`src/rtl/useq_pkg.sv`:
```
package useq_pkg;

  localparam int unsigned CW_W       = 32;
  localparam int unsigned STATE_W    = 6;
  localparam int unsigned OPC_W      = 4;
  localparam int unsigned NS_LSB     = 0;
  localparam int unsigned OPSEL_BIT  = 23;
  localparam int unsigned CNDSEL_BIT = 24;
  localparam int unsigned IELD_BIT   = 26;
  localparam int unsigned IEVAL_BIT  = 27;
  localparam int unsigned OPC_N      = 1 << OPC_W;

  typedef enum logic [1:0] {
    SRC_FIELD = 2'b00,
    SRC_OPC   = 2'b01,
    SRC_COND  = 2'b10,
    SRC_INT   = 2'b11
  } nsrc_e;

  // Default opcode dispatch: entry i points at microstate 16+i.
  function automatic logic [OPC_N*STATE_W-1:0] default_opc_tab();
    logic [OPC_N*STATE_W-1:0] t;
    t = '0;
    for (int i = 0; i < OPC_N; i++) t[i*STATE_W +: STATE_W] = STATE_W'(16 + i);
    return t;
  endfunction

endpackage

```
`src/rtl/useq_rst_sync.sv`:
```
module useq_rst_sync #(
  parameter int unsigned STAGES = 2
) (
  input  logic clk,
  input  logic rst_n,
  output logic rst_sync_n
);
  logic [STAGES-1:0] chain_q;
  logic [STAGES-1:0] chain_d;

  always_comb chain_d = {chain_q[STAGES-2:0], 1'b1};

  always_ff @(posedge clk or negedge rst_n) begin
    if (!rst_n) chain_q <= '0;
    else        chain_q <= chain_d;
  end

  assign rst_sync_n = chain_q[STAGES-1];
endmodule

```
`src/rtl/useq_ie_reg.sv`:
```
module useq_ie_reg (
  input  logic clk,
  input  logic rst_sync_n,
  input  logic ld_en,
  input  logic ld_val,
  input  logic int_line,
  output logic ie_q,
  output logic pending
);
  logic ie_d;
  logic line_clean;

  // Only a solid 1 counts as a request; z or x resolves to 0.
  always_comb line_clean = (int_line === 1'b1);

  always_comb begin
    ie_d = ie_q;
    if (ld_en) ie_d = ld_val;
  end

  always_ff @(posedge clk or negedge rst_sync_n) begin
    if (!rst_sync_n) ie_q <= 1'b0;
    else             ie_q <= ie_d;
  end

  always_comb pending = ie_q & line_clean;

  AST_IE_LOAD: assert property (@(posedge clk) disable iff (!rst_sync_n)
    ld_en |=> ie_q == $past(ld_val));
  AST_IE_HOLD: assert property (@(posedge clk) disable iff (!rst_sync_n)
    !ld_en |=> $stable(ie_q));
  AST_PEND_GATED: assert property (@(posedge clk) disable iff (!rst_sync_n)
    !ie_q |-> !pending);
endmodule

```
`src/rtl/useq_next_sel.sv`:
```
module useq_next_sel
  import useq_pkg::*;
#(
  parameter logic [OPC_N*STATE_W-1:0] OPC_TABLE  = default_opc_tab(),
  parameter logic [2*STATE_W-1:0]     COND_TABLE = {6'd33, 6'd32},
  parameter logic [2*STATE_W-1:0]     INT_TABLE  = {6'd56, 6'd2}
) (
  input  logic               sel_op,
  input  logic               sel_cnd,
  input  logic [STATE_W-1:0] ns_field,
  input  logic [OPC_W-1:0]   opcode,
  input  logic               cmp_true,
  input  logic               pending,
  output logic [STATE_W-1:0] next_state
);
  logic [STATE_W-1:0] opc_arr  [OPC_N];
  logic [STATE_W-1:0] cond_arr [2];
  logic [STATE_W-1:0] int_arr  [2];
  nsrc_e              src;

  for (genvar i = 0; i < OPC_N; i++) begin : g_opc
    assign opc_arr[i] = OPC_TABLE[i*STATE_W +: STATE_W];
  end
  for (genvar j = 0; j < 2; j++) begin : g_two
    assign cond_arr[j] = COND_TABLE[j*STATE_W +: STATE_W];
    assign int_arr[j]  = INT_TABLE[j*STATE_W +: STATE_W];
  end

  always_comb src = nsrc_e'({sel_cnd, sel_op});

  always_comb begin
    unique case (src)
      SRC_OPC:  next_state = opc_arr[opcode];
      SRC_COND: next_state = cond_arr[cmp_true];
      SRC_INT:  next_state = int_arr[pending];
      default:  next_state = ns_field;
    endcase
  end
endmodule

```
`src/rtl/useq_core.sv`:
```
module useq_core
  import useq_pkg::*;
#(
  parameter logic [OPC_N*STATE_W-1:0] OPC_TABLE  = default_opc_tab(),
  parameter logic [2*STATE_W-1:0]     COND_TABLE = {6'd33, 6'd32},
  parameter logic [2*STATE_W-1:0]     INT_TABLE  = {6'd56, 6'd2}
) (
  input  logic               clk,
  input  logic               rst_n,
  input  logic [CW_W-1:0]    ctrl_word,
  input  logic [OPC_W-1:0]   opcode,
  input  logic               cmp_true,
  input  logic               int_line,
  output logic [STATE_W-1:0] state,
  output logic               int_en
);
  logic               rst_i_n;
  logic               pending;
  logic [STATE_W-1:0] state_d;
  logic [STATE_W-1:0] state_q;
  logic               sel_op;
  logic               sel_cnd;

  always_comb begin
    sel_op  = ctrl_word[OPSEL_BIT];
    sel_cnd = ctrl_word[CNDSEL_BIT];
  end

  useq_rst_sync #(.STAGES(2)) u_rst (
    .clk        (clk),
    .rst_n      (rst_n),
    .rst_sync_n (rst_i_n)
  );

  useq_ie_reg u_ie (
    .clk        (clk),
    .rst_sync_n (rst_i_n),
    .ld_en      (ctrl_word[IELD_BIT]),
    .ld_val     (ctrl_word[IEVAL_BIT]),
    .int_line   (int_line),
    .ie_q       (int_en),
    .pending    (pending)
  );

  useq_next_sel #(
    .OPC_TABLE  (OPC_TABLE),
    .COND_TABLE (COND_TABLE),
    .INT_TABLE  (INT_TABLE)
  ) u_sel (
    .sel_op     (sel_op),
    .sel_cnd    (sel_cnd),
    .ns_field   (ctrl_word[NS_LSB +: STATE_W]),
    .opcode     (opcode),
    .cmp_true   (cmp_true),
    .pending    (pending),
    .next_state (state_d)
  );

  always_ff @(posedge clk or negedge rst_i_n) begin
    if (!rst_i_n) state_q <= '0;
    else          state_q <= state_d;
  end

  assign state = state_q;

  AST_FIELD_PATH: assert property (@(posedge clk) disable iff (!rst_i_n)
    (!sel_op && !sel_cnd) |=> state == $past(ctrl_word[NS_LSB +: STATE_W]));
  AST_OPC_PATH: assert property (@(posedge clk) disable iff (!rst_i_n)
    (sel_op && !sel_cnd) |=> state == OPC_TABLE[$past(opcode)*STATE_W +: STATE_W]);
  AST_COND_PATH: assert property (@(posedge clk) disable iff (!rst_i_n)
    (!sel_op && sel_cnd) |=> state == COND_TABLE[$past(cmp_true)*STATE_W +: STATE_W]);
  AST_INT_MASKED: assert property (@(posedge clk) disable iff (!rst_i_n)
    (sel_op && sel_cnd && !int_en) |=> state == INT_TABLE[STATE_W-1:0]);
  AST_INT_TAKEN: assert property (@(posedge clk) disable iff (!rst_i_n)
    (sel_op && sel_cnd && int_en && int_line === 1'b1) |=> state == INT_TABLE[2*STATE_W-1:STATE_W]);
endmodule

```
`config.mk`:
```
export PLATFORM = sky130hd
export DESIGN_NAME = useq_core
export DESIGN_NICKNAME = d
export VERILOG_FILES = /design/src/rtl/useq_pkg.sv /design/src/rtl/useq_rst_sync.sv /design/src/rtl/useq_ie_reg.sv /design/src/rtl/useq_next_sel.sv /design/src/rtl/useq_core.sv
export SDC_FILE = /design/constraint.sdc
export NUM_CORES = 1
export LEC_CHECK = 0
export BUFFER_PORTS_ARGS = -buffer_cell sky130_fd_sc_hd__buf_2
export CAP_MARGIN = 20
export CORE_AREA = 3 3 40 42
export DETAILED_ROUTE_END_ITERATION = 10
export DIE_AREA = 0 0 43 45
export PLACE_DENSITY = 0.72
export SKIP_CTS_REPAIR_TIMING = 1
export SLEW_MARGIN = 20
export SYNTH_ARGS = -nofsm -noshare
export SYNTH_HDL_FRONTEND = slang
export SYNTH_HIERARCHICAL = 1
export SYNTH_SLANG_ARGS = --single-unit
```
`constraint.sdc`:
```
create_clock -name clk -period 1.1 [get_ports clk]
set_clock_uncertainty 0.2 [all_clocks]
set_input_delay 0.22 -clock clk [delete_from_list [all_inputs] [get_ports clk]]
set_output_delay 0.22 -clock clk [all_outputs]
set_load 0.005 [all_outputs]
```
=== Word-level counts from Yosys, hierarchy flattened ===
Memory sizes are Yosys's and may differ from the RTL's.
Index checks and enable logic that the tools add are counted.

* Register bits after elaboration: 9
* Bits in latches: 0
* Memory bits (writable): 0
* Memory bits (read-only): 96
* Input port bits: 40
* Output and inout bits: 7
* Memories: 1

* $add $sub $neg: 0
* Multipliers: 0
* Div/mod/pow operators: 0
* $lt $le $gt $ge: 3
* Equality and inequality tests: 4
* Shift-type cells: 0
* Mux-type cells: 9
* Bitwise gates (word level): 4
* Reduce and logical (&&, ||, !) cells: 0

{| class="wikitable"
|+ Memory list
! name !! words !! bits a word !! read ports !! clocked after memory_dff !! wr ports !! line !! source
|-
| (no name shown) || 16 || 6 || 1 || 0 || 0 || useq_next_sel.sv:33 || <nowiki>SRC_OPC: next_state = opc_arr[opcode];</nowiki>
|}

{| class="wikitable"
|+ Operator list
! operator !! count
|-
| 2-to-1 mux 6 bit || 7
|-
| one-hot mux 6 bit (3 select lines) || 1
|-
| greater-or-equal comparator 5 bit, second input constant || 1
|-
| inverter 4 -> 5 bit || 1
|-
| equality test 2 bit, second input constant || 2
|-
| greater-or-equal comparator 2 bit, second input constant || 2
|-
| inverter 1 -> 2 bit || 2
|-
| equality test 2 x 1 -> 1 bit, second input constant || 1
|-
| AND 1 bit || 1
|-
| === test 1 bit, second input constant || 1
|-
| 2-to-1 mux 1 bit || 1
|}

=== Logic depth before layout (Yosys ltp) ===
* Depth after elaboration: 7
* Mapped depth: 4
* Mapped depth without buffers: 4

=== Modules after synthesis ===
Netlist, hierarchy kept.

{| class="wikitable"
|+ Modules (own cells, without submodules)
! module !! times used !! cells each !! area each (um^2) !! seq. area each (um^2)
|-
| useq_core || 1 || 6 || 150.1 || 150.1
|-
| useq_next_sel || 1 || 21 || 121.4 || 0.0
|-
| useq_rst_sync || 1 || 3 || 53.8 || 50.0
|-
| useq_ie_reg || 1 || 3 || 46.3 || 25.0
|}

=== Least setup slack after synthesis ===
No wires, ideal clock.

* Kind: register to register
* Start point: register u_ie.ie_q
* End point: register state_q[3], in the netlist state[3]
* Setup time: 0.121 ns
* Arrival time: 0.848 ns
* Required time: 0.779 ns
* Path slack: -0.069 ns
* Stages on the path, launching flop included: 5
* Buffers on the path: 0
* Period minus slack after synthesis: 1.169 ns
* Path through: dfrtp_1 -> and2_1 -> nand2_1 -> o21ai_0 -> a22o_1

* Word-level cells in the longest chain between the ends: 6

{| class="wikitable"
|+ Ends and longest elaborated chain
! what !! line !! source
|-
| start: declaration || useq_ie_reg.sv:7 || <nowiki>output logic ie_q,</nowiki>
|-
| start signal: assignment || useq_ie_reg.sv:23 || <nowiki>else ie_q <= ie_d;</nowiki>
|-
| AND 1 bit || useq_ie_reg.sv:26 || <nowiki>always_comb pending = ie_q & line_clean;</nowiki>
|-
| named net pending || useq_core.sv:18 || <nowiki>logic pending;</nowiki>
|-
| inverter 1 -> 2 bit (not written as such) || useq_next_sel.sv:35 || <nowiki>SRC_INT: next_state = int_arr[pending];</nowiki>
|-
| 2-to-1 mux 6 bit (not written as such) (3 in a row) || useq_next_sel.sv:35 ||
|-
| one-hot mux 6 bit (3 select lines) || useq_next_sel.sv:32 || <nowiki>unique case (src)</nowiki>
|-
| named net state_d[3] || useq_core.sv:19 || <nowiki>logic [STATE_W-1:0] state_d;</nowiki>
|-
| end signal: assignment || useq_core.sv:61 || <nowiki>else state_q <= state_d;</nowiki>
|-
| end: declaration || useq_core.sv:20 || <nowiki>logic [STATE_W-1:0] state_q;</nowiki>
|}

The timed path passes the listed nets, and every way through them passes these cells. The select of a mux whose other input is x is not followed.
A chain may end at the register's enable or synchronous reset.

=== Worst setup path after layout ===
* Start point: register u_ie.ie_q
* End point: output port int_en

{| class="wikitable"
|+ RTL lines
! what !! line !! source
|-
| end: declaration || useq_core.sv:15 || <nowiki>output logic int_en</nowiki>
|}

No word-level cell between the ends.

==> impl_results.rst <==
.. list-table::
   :header-rows: 1

   * - Metric
     - Value
   * - Number of rows in the core area
     - 13
   * - Clock buffer count from CTS
     - 3
   * - Most frequent cells in the layout
     - buf_2, dfrtp_1
   * - Final worst-path cycle share
     - 117%
   * - Net switching power
     - between 0.15 and 0.2 mW
   * - Number of ports placed on the die boundary
     - between 40 and 50
   * - PD cells
     - around 1300 nW/um^2
   * - Maximum cell stage delay along the critical path
     - roughly 0.4 ns
   * - Core ar.
     - 1280 sq um
   * - Element type at the critical path end
     - primary output
   * - Total detailed-routing wirelength
     - 760 um
   * - Run status
     - complete, but fails checks
   * - Netlist cell types
     - 15
   * - Number of antenna cells inserted
     - 0
   * - Initial Util
     - between 20 and 30%
   * - Share of synthesized cell area in full adder, half adder and majority cells
     - 0%
   * - Portion of the post-synthesis area used by sequential elements
     - between 60% and 70%
   * - Fraction of final layout cells with drive strength greater than 1
     - a little over half
   * - Count of pins over their slew limit
     - 0
   * - Final Hold Violating Endpoints
     - 10
   * - Power after layout
     - 0.745 mW
   * - Clock tree from TritonCTS
     - built
   * - CTS max path bufs
     - 2
   * - Master of the slowest instance on the critical path
     - dfrtp_1
   * - Antenna viol nets, final
     - 0
   * - Count of yosys warnings during synthesis
     - 6
   * - Violation count after the first detailed-routing iteration
     - 5
   * - Global-route wire length before repair
     - between 1 and 1.5 mm
   * - Initial antenna violation count
     - 0
   * - Cell with the most instances on the worst path
     - buf_6
   * - Port buffer count
     - 24
   * - Worst-Skew Late Latency
     - approximately 0.25 ns
   * - Setup total negative slack
     - -0.498 ns
   * - Most common library cell in the layout ignoring fill and taps
     - buf_2
   * - Crit path time final
     - ~1.3 ns
   * - Residual DRC count
     - 0
   * - Number of instances in the synthesized netlist
     - 33
   * - Pin count of the biggest net entering global routing
     - 9
   * - Crit path setup slack, layout
     - -0.185 ns
   * - Fraction of the mapped netlist area in compound gates
     - 12.8%
   * - Violated checks
     - hold timing, setup timing
   * - Leakage power of the design
     - between 0.3 and 0.4 nW
   * - Clock power frac
     - 33.2%
   * - FF+latch count, synth
     - 9
   * - Drt first pass iters
     - 4
   * - Fin nets
     - 105
   * - Max-cap violation count
     - 0
   * - Max Fclk
     - 778 MHz
   * - Grt ovf
     - 0
   * - RSZ-0062 raised after global routing
     - true
   * - Fillcell total
     - about 130
   * - Dominant combinational cell family by area after synthesis
     - compound AO/OA/AOI/OAI gates
   * - Mean routed wirelength per cell
     - about 9.6 um
   * - Critical path class
     - flip-flop to primary output
   * - Clock sink count
     - 9
   * - Synthesis-to-finish area growth
     - 56.6%
   * - Cells along the critical path
     - buf_6, buf_6
   * - Synth Net Count
     - 73
   * - Xor-xnor portion of the synthesized cell area
     - 0%
   * - Deepest level of the CTS H-tree
     - 1
   * - Sequential fraction of design power
     - approximately 49%
   * - Global-route usage over all layers
     - around 9%
   * - Total via count after detailed routing
     - between 300 and 400
   * - Total Die Area
     - about 1900 sq um
   * - Vertical die dimension
     - 45 um
   * - Critical path launch point type
     - flip-flop
   * - Die width
     - around 43 um
   * - Share of cell area taken by muxes after synthesis
     - 9.43%
   * - Worst IR drop on VDD
     - a little over 0.0006 V
   * - Routability congestion estimate
     - roughly 0.74
   * - Final setup vio count
     - 9
   * - Path type of the worst min-delay path
     - flip-flop to async pin
   * - Detailed placement HPWL
     - 602 um
   * - Cell area after technology mapping
     - 372 sq um
   * - Clock-pin transition on the worst setup and hold timing paths
     - 0.06 ns
   * - Final-layout worst hold slack
     - -0.0879 ns
   * - Average instance area after synthesis
     - around 11 sq um
   * - Worst-path fanout max
     - 2
   * - Combinational Power Share
     - 17.5%
   * - Arrival time at the worst endpoint
     - around 0.87 ns
   * - Ratio of routed vias to standard cells
     - between 4 and 5
   * - Data required time of the critical path
     - 0.68 ns
   * - Switching Fraction
     - between 20 and 25%
   * - Simple logic cell fraction of the synthesized area
     - just under 9%
   * - Clk root buf
     - clkbuf_4
   * - Cell-internal power
     - approximately 0.58 mW
   * - Vias in the first global route
     - ~310
[cells in the mapped netlist (all sizes together)]
master | instances | share of area, %
a22o | 2 | 4.7
inv | 3 | 3.0
nor2 | 3 | 3.0
nand2 | 1 | 1.0
conb | 1 | 1.0
and2 | 1 | 1.7
nand3 | 1 | 1.3
buf | 2 | 4.4
dfrtp | 9 | 61
nand2b | 1 | 1.7
mux2 | 1 | 4.0
o21ai | 6 | 8.1
mux2i | 2 | 5.4
[cell type report]
| class | instances | area (sq um) | area share [%] |
|---|---|---|---|
| Sequential cell | 9 | 225 | 38.7 |
| Timing Repair Buffer | 29 | 173 | 29.7 |
| Multi-Input combinational cell | 19 | 128 | 21.9 |
| Clock buffer | 4 | 26.3 | 4.52 |
| Tap cell | 15 | 18.8 | 3.23 |
| Inverter | 3 | 11.3 | 1.94 |
[path summary, 6_finish.rpt]
kind / to / slack, ns / depth (start not counted) / start
worst min register to register: state[4]$_DFF_PN0_ / -0.09 / 0 / u_rst/chain_q[1]$_DFF_PN0_
max in group asynchronous: u_rst/chain_q[0]$_DFF_PN0_ / 0.53 / 2 / rst_n
worst min-delay path: state[4]$_DFF_PN0_ / -0.09 / 0 / u_rst/chain_q[1]$_DFF_PN0_
worst max-delay path: int_en / -0.19 / 2 / u_ie/ie_q$_DFFE_PN0P_
min in group clk: state[3]$_DFF_PN0_ / -0.01 / 2 / ctrl_word[3]
worst max register to register: state[3]$_DFF_PN0_ / -0.03 / 4 / u_ie/ie_q$_DFFE_PN0P_
[critical path: cells and delay by family, from the launching register on]
| family | cells | cell delay (ns) |
|---|---|---|
| flops | 1 | 0.39 |
| buf+inv | 2 | 0.22 |
[per-layer routing]
| layer | global-route usage (%) | wire length (um) |
|---|---|---|
| met3 | 3.98 | 86 |
| met2 | 13.2 | 365 |
| met1 | 8.77 | 292 |
| met5 | 0 | 0 |
| met4 | 9.04 | 14 |
[cell families after synthesis]
kind of cell           count (synthesis)
AO/OA/AOI/OAI                          8
buffers and inverters                  5
flip-flops                             9
multiplexers                           3
other                                  1
AND/OR/NAND/NOR                        7
[state kept, by name, indices dropped and copies added, names as in the netlist]
signal	count
u_ie/ie_q	1
state	6
u_rst/chain_q	2
[per-stage QoR]
stage / cell area, sq um / instances / setup WS [ns] / util, %
2_1_floorplan: 377 / 33 / -0.00700 / -
3_3_place_gp: 522 / 73 / -0.00714 / 40.6
3_5_place_dp: 522 / 73 / -0.0152 / 40.6
4_1_cts: 548 / 77 / -0.213 / 42.6
5_1_grt: 582 / 79 / -0.215 / 45.3
6_report: 582 / 79 / -0.185 / 45.3
[power by group through the flow]
stage | Sequential, mW | Clock (mW) | Combinational [mW]
4_1_cts | 0.367 | 0.258 | 0.117
3_3_place_gp | 0.372 | 0 | 0.114
6_report | 0.367 | 0.247 | 0.131
2_1_floorplan | 0.377 | 0 | 0.0492
5_1_grt | 0.370 | 0.276 | 0.145
3_5_place_dp | 0.373 | 0 | 0.116
Power figures use the tool's default switching activity.
